File: src/rtl/slice_pkg.sv
package slice_pkg;
  typedef enum logic [1:0] {
    TRG_IDLE,
    TRG_PUSH,
    TRG_DROP,
    TRG_SKIP
  } trg_act_e;
endpackage

File: src/rtl/slice_history.sv
// Ring of recently written slot addresses; the tap returns the slot written
// lat advances ago, counting only real writes.
module slice_history #(
  parameter int N_SLOTS = 48,
  parameter int AW      = 6
) (
  input  logic          clk,
  input  logic          rst,
  input  logic          clr,
  input  logic          adv,
  input  logic [AW-1:0] wr_slot,
  input  logic [AW-1:0] lat,
  output logic [AW-1:0] tap_slot,
  output logic          tap_ok
);
  localparam logic [AW:0]   N_EXT = (AW+1)'(N_SLOTS);
  localparam logic [AW-1:0] LAST  = AW'(N_SLOTS - 1);

  logic [AW-1:0] ring [N_SLOTS];
  logic [AW-1:0] put_ptr;
  logic [AW-1:0] fill;
  logic [AW:0]   idx_raw;
  logic [AW-1:0] idx;

  // storage without reset so it maps onto RAM
  always_ff @(posedge clk) begin
    if (adv) ring[put_ptr] <= wr_slot;
  end

  always_ff @(posedge clk) begin
    if (rst || clr) begin
      put_ptr <= '0;
      fill    <= '0;
    end else if (adv) begin
      put_ptr <= (put_ptr == LAST) ? '0 : put_ptr + 1'b1;
      if (fill != LAST) fill <= fill + 1'b1;
    end
  end

  always_comb begin
    idx_raw = {1'b0, put_ptr} + N_EXT - {1'b0, lat};
    if (idx_raw >= N_EXT) idx = AW'(idx_raw - N_EXT);
    else                  idx = idx_raw[AW-1:0];
    tap_slot = ring[idx];
    tap_ok   = (lat != '0) && ({1'b0, lat} < N_EXT) && (fill >= lat);
  end
endmodule

File: src/rtl/slice_fifo.sv
// Small address queue; caller never pushes when full nor pops when empty.
module slice_fifo #(
  parameter int DEPTH = 4,
  parameter int AW    = 6,
  parameter int CW    = $clog2(DEPTH + 1)
) (
  input  logic          clk,
  input  logic          rst,
  input  logic          clr,
  input  logic          push,
  input  logic [AW-1:0] din,
  input  logic          pop,
  output logic [AW-1:0] head,
  output logic [CW-1:0] count
);
  localparam int PW = (DEPTH > 1) ? $clog2(DEPTH) : 1;
  localparam logic [PW-1:0] PLAST = PW'(DEPTH - 1);

  logic [AW-1:0] store [DEPTH];
  logic [PW-1:0] rd_ptr, wr_ptr;

  always_ff @(posedge clk) begin
    if (push) store[wr_ptr] <= din;
  end

  always_ff @(posedge clk) begin
    if (rst || clr) begin
      rd_ptr <= '0;
      wr_ptr <= '0;
      count  <= '0;
    end else begin
      if (push) wr_ptr <= (wr_ptr == PLAST) ? '0 : wr_ptr + 1'b1;
      if (pop)  rd_ptr <= (rd_ptr == PLAST) ? '0 : rd_ptr + 1'b1;
      case ({push, pop})
        2'b10:   count <= count + 1'b1;
        2'b01:   count <= count - 1'b1;
        default: count <= count;
      endcase
    end
  end

  assign head = (count != '0) ? store[rd_ptr] : '0;
endmodule

File: src/rtl/slice_mask.sv
// Protection bitmap and write pointer with skip-ahead over protected slots.
module slice_mask #(
  parameter int N_SLOTS = 48,
  parameter int AW      = 6,
  parameter int LOOK    = 5
) (
  input  logic          clk,
  input  logic          rst,
  input  logic          clr,
  input  logic          adv,
  input  logic          set_en,
  input  logic [AW-1:0] set_slot,
  input  logic          rel_en,
  input  logic [AW-1:0] rel_slot,
  input  logic [AW-1:0] query_slot,
  output logic          query_prot,
  output logic [AW-1:0] wp
);
  localparam logic [AW-1:0] LAST = AW'(N_SLOTS - 1);

  logic [N_SLOTS-1:0] prot, eff;
  logic [AW-1:0]      nxt;
  logic [AW-1:0]      cand [LOOK+1];
  logic [LOOK-1:0]    free_at;

  always_comb begin
    eff = prot;
    if (rel_en) eff[rel_slot] = 1'b0;
    if (set_en) eff[set_slot] = 1'b1;
  end

  assign cand[0] = wp;
  for (genvar k = 0; k < LOOK; k++) begin : g_look
    assign cand[k+1]  = (cand[k] == LAST) ? '0 : cand[k] + 1'b1;
    assign free_at[k] = ~eff[cand[k+1]];
  end

  always_comb begin
    nxt = cand[1];
    for (int k = LOOK - 1; k >= 0; k--) begin
      if (free_at[k]) nxt = cand[k+1];
    end
  end

  always_ff @(posedge clk) begin
    if (rst || clr) begin
      prot <= '0;
      wp   <= '0;
    end else begin
      prot <= eff;
      if (adv) wp <= nxt;
    end
  end

  assign query_prot = prot[query_slot];
endmodule

File: src/rtl/slice_trig_mgr.sv
module slice_trig_mgr #(
  parameter  int N_SLOTS    = 48,
  parameter  int FIFO_DEPTH = 4,
  localparam int AW         = $clog2(N_SLOTS),
  localparam int CW         = $clog2(FIFO_DEPTH + 1)
) (
  input  logic          clk,
  input  logic          rst,
  input  logic          pipe_rst,
  input  logic          pipe_adv,
  input  logic [AW-1:0] latency,
  input  logic          trig_in,
  input  logic          rel_in,
  output logic [AW-1:0] wr_addr,
  output logic [AW-1:0] head_addr,
  output logic [CW-1:0] head_count,
  output logic          trig_dropped
);
  import slice_pkg::*;

  localparam logic [CW-1:0] FULL = CW'(FIFO_DEPTH);

  logic [AW-1:0] tap_slot;
  logic          tap_ok, tap_prot;
  logic          do_push, do_pop;
  trg_act_e      act;

  slice_history #(.N_SLOTS(N_SLOTS), .AW(AW)) u_hist (
    .clk(clk), .rst(rst), .clr(pipe_rst), .adv(pipe_adv),
    .wr_slot(wr_addr), .lat(latency), .tap_slot(tap_slot), .tap_ok(tap_ok)
  );

  always_comb begin
    act = TRG_IDLE;
    if (trig_in) begin
      if (!tap_ok || tap_prot)  act = TRG_SKIP;
      else if (head_count == FULL) act = TRG_DROP;
      else                      act = TRG_PUSH;
    end
  end

  assign do_push = (act == TRG_PUSH);
  assign do_pop  = rel_in && (head_count != '0);

  slice_fifo #(.DEPTH(FIFO_DEPTH), .AW(AW), .CW(CW)) u_fifo (
    .clk(clk), .rst(rst), .clr(pipe_rst), .push(do_push), .din(tap_slot),
    .pop(do_pop), .head(head_addr), .count(head_count)
  );

  slice_mask #(.N_SLOTS(N_SLOTS), .AW(AW), .LOOK(FIFO_DEPTH + 1)) u_mask (
    .clk(clk), .rst(rst), .clr(pipe_rst), .adv(pipe_adv),
    .set_en(do_push), .set_slot(tap_slot),
    .rel_en(do_pop), .rel_slot(head_addr),
    .query_slot(tap_slot), .query_prot(tap_prot), .wp(wr_addr)
  );

  always_ff @(posedge clk) begin
    if (rst || pipe_rst)      trig_dropped <= 1'b0;
    else if (act == TRG_DROP) trig_dropped <= 1'b1;
  end
endmodule

File: config.mk
export PLATFORM = sky130hd
export DESIGN_NAME = slice_trig_mgr
export DESIGN_NICKNAME = d
export VERILOG_FILES = /design/src/rtl/slice_pkg.sv /design/src/rtl/slice_history.sv /design/src/rtl/slice_fifo.sv /design/src/rtl/slice_mask.sv /design/src/rtl/slice_trig_mgr.sv
export SDC_FILE = /design/constraint.sdc
export NUM_CORES = 1
export LEC_CHECK = 0
export BUFFER_PORTS_ARGS = -buffer_cell sky130_fd_sc_hd__buf_2
export CAP_MARGIN = 20
export CORE_ASPECT_RATIO = 0.9
export CORE_MARGIN = 10
export CORE_UTILIZATION = 44
export CTS_CLUSTER_SIZE = 8
export DETAILED_ROUTE_END_ITERATION = 8
export HOLD_SLACK_MARGIN = 0.1
export PLACE_DENSITY_LB_ADDON = 0.2
export SLEW_MARGIN = 20
export SYNTH_ARGS = -nofsm -noshare
export SYNTH_HDL_FRONTEND = slang
export SYNTH_SLANG_ARGS = --single-unit
File: constraint.sdc
create_clock -name clk -period 19.4 [get_ports clk]
set_clock_uncertainty 0.1 [all_clocks]
set_input_delay 2.91 -clock clk [delete_from_list [all_inputs] [get_ports clk]]
set_output_delay 2.91 -clock clk [all_outputs]
set_load 0.02 [all_outputs]
==> flow_summary.yaml, run 1 <==
detailed_routing:
  dr.pass1.iters: 7
  drc_errors: 0
  routedWlPerCell_um: 27.34
  vias: 16907
  viasPerCell: 6.651
  ant_nets: 0
  routed_wl_um: 69510
  drt_iter0_markers: 2268
floorplan:
  ioPinCount: 28
  start_util_pct: 44.45
  fp.dieW_um: 251.7
  die_y_um: 228.5
  coreArea_um2: 47830
  rows: 76
  die-area_um2: 57520
power_and_ir_drop:
  peakVddDrop_uv: 70.91
  leakage_nw: 7.897
  powerDensity_nw_per_um2: 98.86
global_route:
  grt_use_total_pct: 23.56
  grt_pass1_wl_um: 103800
  grt_pass1_vias: 15817
  grt.overflow.total: 0
  antenna_found_initial: 0
  grt_max_degree: 66
cells_and_area:
  drive_above_1_share_pct: 14.91
  areaGrowthSynthToFinish_pct: 11.72
  nets: 1917
  antenna_cells: 0
  layout_common_cells: "edfxtp_1, nor2_1, nand2_1"
  mostFrequentLayoutCell: "edfxtp_1"
clock_network:
  clock_sinks: 388
  cts-root-buf: "clkbuf_16"
  numCtsBuffers: 55
  clkLatencyLatePin_ns: 0.62
  path_clk_slew_ns: 0.05
  clock_path_buffers: 3
  cts_hold_buf: 0
  cts_tree: "yes"
  htreeDepth: 2
  cts_setup_buffers: 0
  ctsResizeCount: 0
sta:
  worstMarginPinSlew_ns: 1.151
  slew_headroom_pct: 23.08
  setup_viol: 0
  final_max_slew_viol_count: 0
  rsz0062_at_grt: "no"
  hold_viol: 0
  finalSetupTns_ns: 0
  post-route-min-period_ns: 10.51
  fin_ws_ns: 8.894
  fmax_mhz: 95.19
  period_share_pct: 54.15
  fin_hold_ws_ns: 0.3592
run:
  max_cap_viol_count: 0
worst_setup_path:
  arrival_ns: 10.93
  required_ns: 19.82
  endpoint_kind: "register"
  cp_slowest_cell: "o41ai_1"
  max_stage_delay_ns: 1.05
  setup.worst_path.class: "in -> reg"
  worstSetupStartpointType: "primary input"
  crit_path_max_fanout: 14
placed_design:
  io_buffers: 27
  routabilityCongestion: 0.9920
  dp_slack_ns: 8.547
  hpwl_um: 47800
yosys:
  synth.distinct_cells: 105
  synth_warnings: 0
  yosysSeqAreaShare_pct: 51.23
  synth_ff_type: "edfxtp_1"
  syn_nets: 1899
  syn_inst: 1854
  async_reset_ff_share_pct: 0
  syn_area_per_cell_um2: 11.47
  synth_area_um2: 21260
  synth_seq_cells: 388
  synth_edf_count: 312
hold_path:
  hp-class: "reg -> reg"
outcome:
  status: "completed"
## state kept, by name, indices dropped and copies added (netlist names), named ones only
signal and flops:
u_fifo.rd_ptr 2, trig_dropped 1, u_hist.put_ptr 6, u_fifo.count 3
u_mask.wp 6, u_hist.fill 6, u_fifo.store 24, u_mask.prot 48
u_hist.ring 288, u_fifo.wr_ptr 2
## kinds of logic after synthesis
family / share of synthesized area (%)
AND/OR/NAND/NOR: 14.07
adder cells (fa/ha/maj): 2.013
multiplexers: 12.56
flip-flops: 51.23
XOR/XNOR: 0.9358
AO/OA/AOI/OAI: 15.74
buffers and inverters: 3.449
## layer usage
metal / vias up / track usage, % / part of all wire [%]
met3: 158 / 4.853 / 11
met5: - / 0 / 0
li1: 7319 / - / -
met2: 985 / 34.15 / 43
met1: 8445 / 34.93 / 44
met4: 0 / 6.662 / 2.6
## critical path, delay by kind of cell
family / cells / cell delay (ns)
AOI/OAI and AO/OA: 13 / 4.75
adders and majority gates: 4 / 1.24
and+or+nand+nor: 7 / 1.85
buffers and inverters: 2 / 0.17
## where the power goes
part           total [mW]  switching [mW]  leakage (nW)  internal [mW]
combinational       0.523           0.368          3.66          0.155
sequential          0.910         0.00135          3.46          0.908
clock               0.915           0.368         0.780          0.547
## path summary, 6_finish.rpt
path         cells after the start         start  slack (ns)           end
max                             26    latency[1]        8.89  u_mask.wp[2]
min                              2  trig_dropped        0.36  trig_dropped
max reg2reg                     21  u_mask.wp[0]        9.62  u_mask.wp[0]
min reg2reg                      2  trig_dropped        0.36  trig_dropped
## synth_stat cells (6+ instances only)
master / number / share of area, %
nand2_1: 117 / 2.1
a311oi_1: 8 / 0.33
a2111oi_0: 8 / 0.33
o2111ai_1: 13 / 0.54
o211ai_1: 20 / 0.71
a21oi_1: 69 / 1.6
inv_1: 54 / 0.95
mux2i_1: 44 / 2.1
dfxtp_1: 76 / 7.2
o31ai_1: 21 / 0.74
edfxtp_1: 312 / 44
a21o_1: 15 / 0.53
xnor2_1: 12 / 0.49
nor2b_1: 8 / 0.24
o22ai_1: 12 / 0.35
nor2_1: 203 / 3.6
clkbuf_1: 75 / 1.3
nor4_1: 6 / 0.18
ha_1: 31 / 1.8
o311ai_0: 6 / 0.25
nand3_1: 89 / 2.1
buf_6: 7 / 0.37
nand4_1: 30 / 0.88
a211oi_1: 33 / 1.2
nand2b_1: 10 / 0.29
o32ai_1: 7 / 0.29
o21a_1: 22 / 0.78
mux2_2: 11 / 0.58
or4_1: 7 / 0.25
xor2_1: 8 / 0.33
o31a_1: 6 / 0.25
or3_1: 25 / 0.74
mux4_2: 93 / 9.9
a31oi_1: 30 / 0.88
o21ai_1: 12 / 0.28
and2_1: 30 / 0.88
and3_1: 18 / 0.53
nor3_1: 37 / 0.87
buf_2: 22 / 0.52
a211o_1: 6 / 0.25
a22oi_1: 12 / 0.42
o21ai_0: 97 / 2.3
## final cells by class
cell class,count,area (um2)
fillers,4278,24080
clock inverters,6,118.9
well taps,624,780.7
clock buffers,97,1534
flip-flops and latches,388,10900
repair buffers,72,473.0
inverters,60,225.2
multi-input cells,1295,9721
## metrics by stage
step,util (%),cell area [um2],instances,total power [mW]
global route,49.65,23750,2542,2.424
finish,49.65,23750,2542,2.348
detailed placement,46.17,22080,2439,1.425
floorplan,-,21260,1854,1.267
global placement,46.16,22080,2439,1.425
CTS,49.63,23740,2542,2.343
Note: power is estimated with default switching activity, not from simulation.
==> run 2, diff against run 1 <==
==> constraint.sdc (replaced) <==
create_clock -name clk -period 8.75 [get_ports clk]
set_clock_uncertainty 0.1 [all_clocks]
set_input_delay 1.3125 -clock clk [delete_from_list [all_inputs] [get_ports clk]]
set_output_delay 1.3125 -clock clk [all_outputs]
set_load 0.02 [all_outputs]
==> run 2 against run 1 <==
Net effect: design area is 2.3% higher; core utilization grew 1.2 points; clock power increased by 120%; combinational power increased by 140%; global-route usage increased by 0.63 points.
==> flow_summary.yaml, run 2 (synthesis gave the netlist of run 1 again) <==
placed_design:
  hpwl_um: 50220
  io_buffers: 27
  placed_cells: 2510
  routabilityCongestion: 1.024
worst_setup_path:
  cp_num_buf_inv: 3
  cpMostUsedCell: "ha_1"
  startpoint: "latency[1]"
  arrival_ns: 8.41
  rrSetupSlack_ns: 0.98
  required_ns: 9.09
  max_stage_delay_ns: 0.56
  setup.worst_path.class: "in -> reg"
  endpoint_kind: "register"
  r2r_start: "u_hist.put_ptr[3]"
  worstSetupStartpointType: "primary input"
  cp_slowest_cell: "or4_4"
  crit_family: "compound AO/OA/AOI/OAI gates"
  crit_path_max_fanout: 8
clock_network:
  path_clk_slew_ns: 0.05
  cts-root-buf: "clkbuf_16"
  cts_tree: "yes"
  cts_hold_buf: 0
  clkLatencyLatePin_ns: 0.62
  numCtsBuffers: 55
  clock_path_buffers: 3
  ctsResizeCount: 0
  cts_setup_buffers: 0
  clock_sinks: 388
  htreeDepth: 2
power_and_ir_drop:
  p_int_mw: 3.647
  p_switching_mw: 1.647
  powerDensity_nw_per_um2: 217.8
  combPwrFrac_pct: 23.5
  switching_share_pct: 31.12
  peakVddDrop_uv: 165.0
  p_clk_share_pct: 38.3
  pwr-share-seq_pct: 38.2
  leakage_nw: 8.249
sta:
  worstMarginPinSlew_ns: 1.172
  finalSetupTns_ns: 0
  fmax_mhz: 123.8
  period_share_pct: 92.31
  slew_headroom_pct: 21.52
  setup_viol: 0
  rsz0062_at_grt: "no"
  final_max_slew_viol_count: 0
  hold_viol: 0
  post-route-min-period_ns: 8.078
hold_path:
  min_from: "u_fifo.rd_ptr[1]"
  hp-class: "reg -> reg"
detailed_routing:
  drt_iter0_markers: 2496
  routedWlPerCell_um: 27.13
  routed_wl_um: 70850
  viasPerCell: 6.513
  vias: 17005
  drc_errors: 0
  dr.pass1.iters: 6
  ant_nets: 0
floorplan:
  ioPinCount: 28
  die_y_um: 228.5
  coreArea_um2: 47830
  rows: 76
  fp.dieW_um: 251.7
  start_util_pct: 44.45
  die-area_um2: 57520
cells_and_area:
  fillers: 4236
  regMostFlops: "u_hist.ring"
  layout_common_cells: "edfxtp_1, nor2_1, nand2_1"
  stdcell_count: 2611
  reg_top3: "u_hist.ring x288, u_mask.prot x48, u_fifo.store x24"
  drive_above_1_share_pct: 17.82
  utilization_pct: 50.82
  antenna_cells: 0
  mostFrequentLayoutCell: "edfxtp_1"
  largest_register_ffs: 288
  areaGrowthSynthToFinish_pct: 14.34
  nets: 1988
outcome:
  status: "completed"
global_route:
  grt_pass1_vias: 16252
  grt.overflow.total: 0
  grt_pass1_wl_um: 106200
  antenna_found_initial: 1
  grt_use_total_pct: 24.19
  grt_max_degree: 64
run:
  max_cap_viol_count: 0
## run 2: worst min-delay path, cell delays in order, from the launching register on
cell	delay [ns]
dfxtp_1	0.31
nand2_1	0.05
a21oi_1	0.07
## run 2: area by class of cell
class	instances	area [um2]	area share, %
multi-input cells	1295	9703	39.92
repair buffers	143	1044	4.293
well taps	624	780.7	3.212
inverters	60	225.2	0.9265
clock inverters	6	131.4	0.5405
clock buffers	95	1526	6.280
flip-flops and latches	388	10900	44.83
## run 2: worst paths after layout
check / endpoint / depth (start not counted)
worst max-delay path: u_mask.wp[3] / 26
worst min-delay path: register / 2
worst max register to register: u_mask.wp[3] / 23
worst min register to register: register / 2
## run 2: per-layer routing
layer	GRT usage, %	vias to the layer above	share of wire, %
met5	0	-	0
met4	6.662	0	2.5
met3	5.160	128	11
met2	34.73	1003	43
met1	36.11	8411	44
li1	-	7463	-
## run 2: per-stage QoR
| step | total power [mW] | setup slack (ns) | hold WS [ns] | cell area (um2) |
|---|---|---|---|---|
| after floorplan | 2.811 | 1.272 | 0.3541 | 21260 |
| after global placement | 3.261 | 0.3424 | 0.3676 | 22650 |
| after detailed placement | 3.260 | 0.2056 | 0.3794 | 22650 |
| after CTS | 5.289 | 0.8160 | 0.3860 | 24310 |
| after global routing | 5.472 | 0.1768 | 0.4093 | 24310 |
| final | 5.295 | 0.6725 | 0.3818 | 24310 |
## run 2: power by group through the flow
stage / Sequential, mW / Combinational (mW) / Clock (mW)
after detailed placement: 2.06 / 1.20 / 0
final: 2.02 / 1.24 / 2.03
after global placement: 2.06 / 1.20 / 0
after CTS: 2.02 / 1.21 / 2.06
after floorplan: 2.07 / 0.744 / 0
after global routing: 2.02 / 1.31 / 2.14
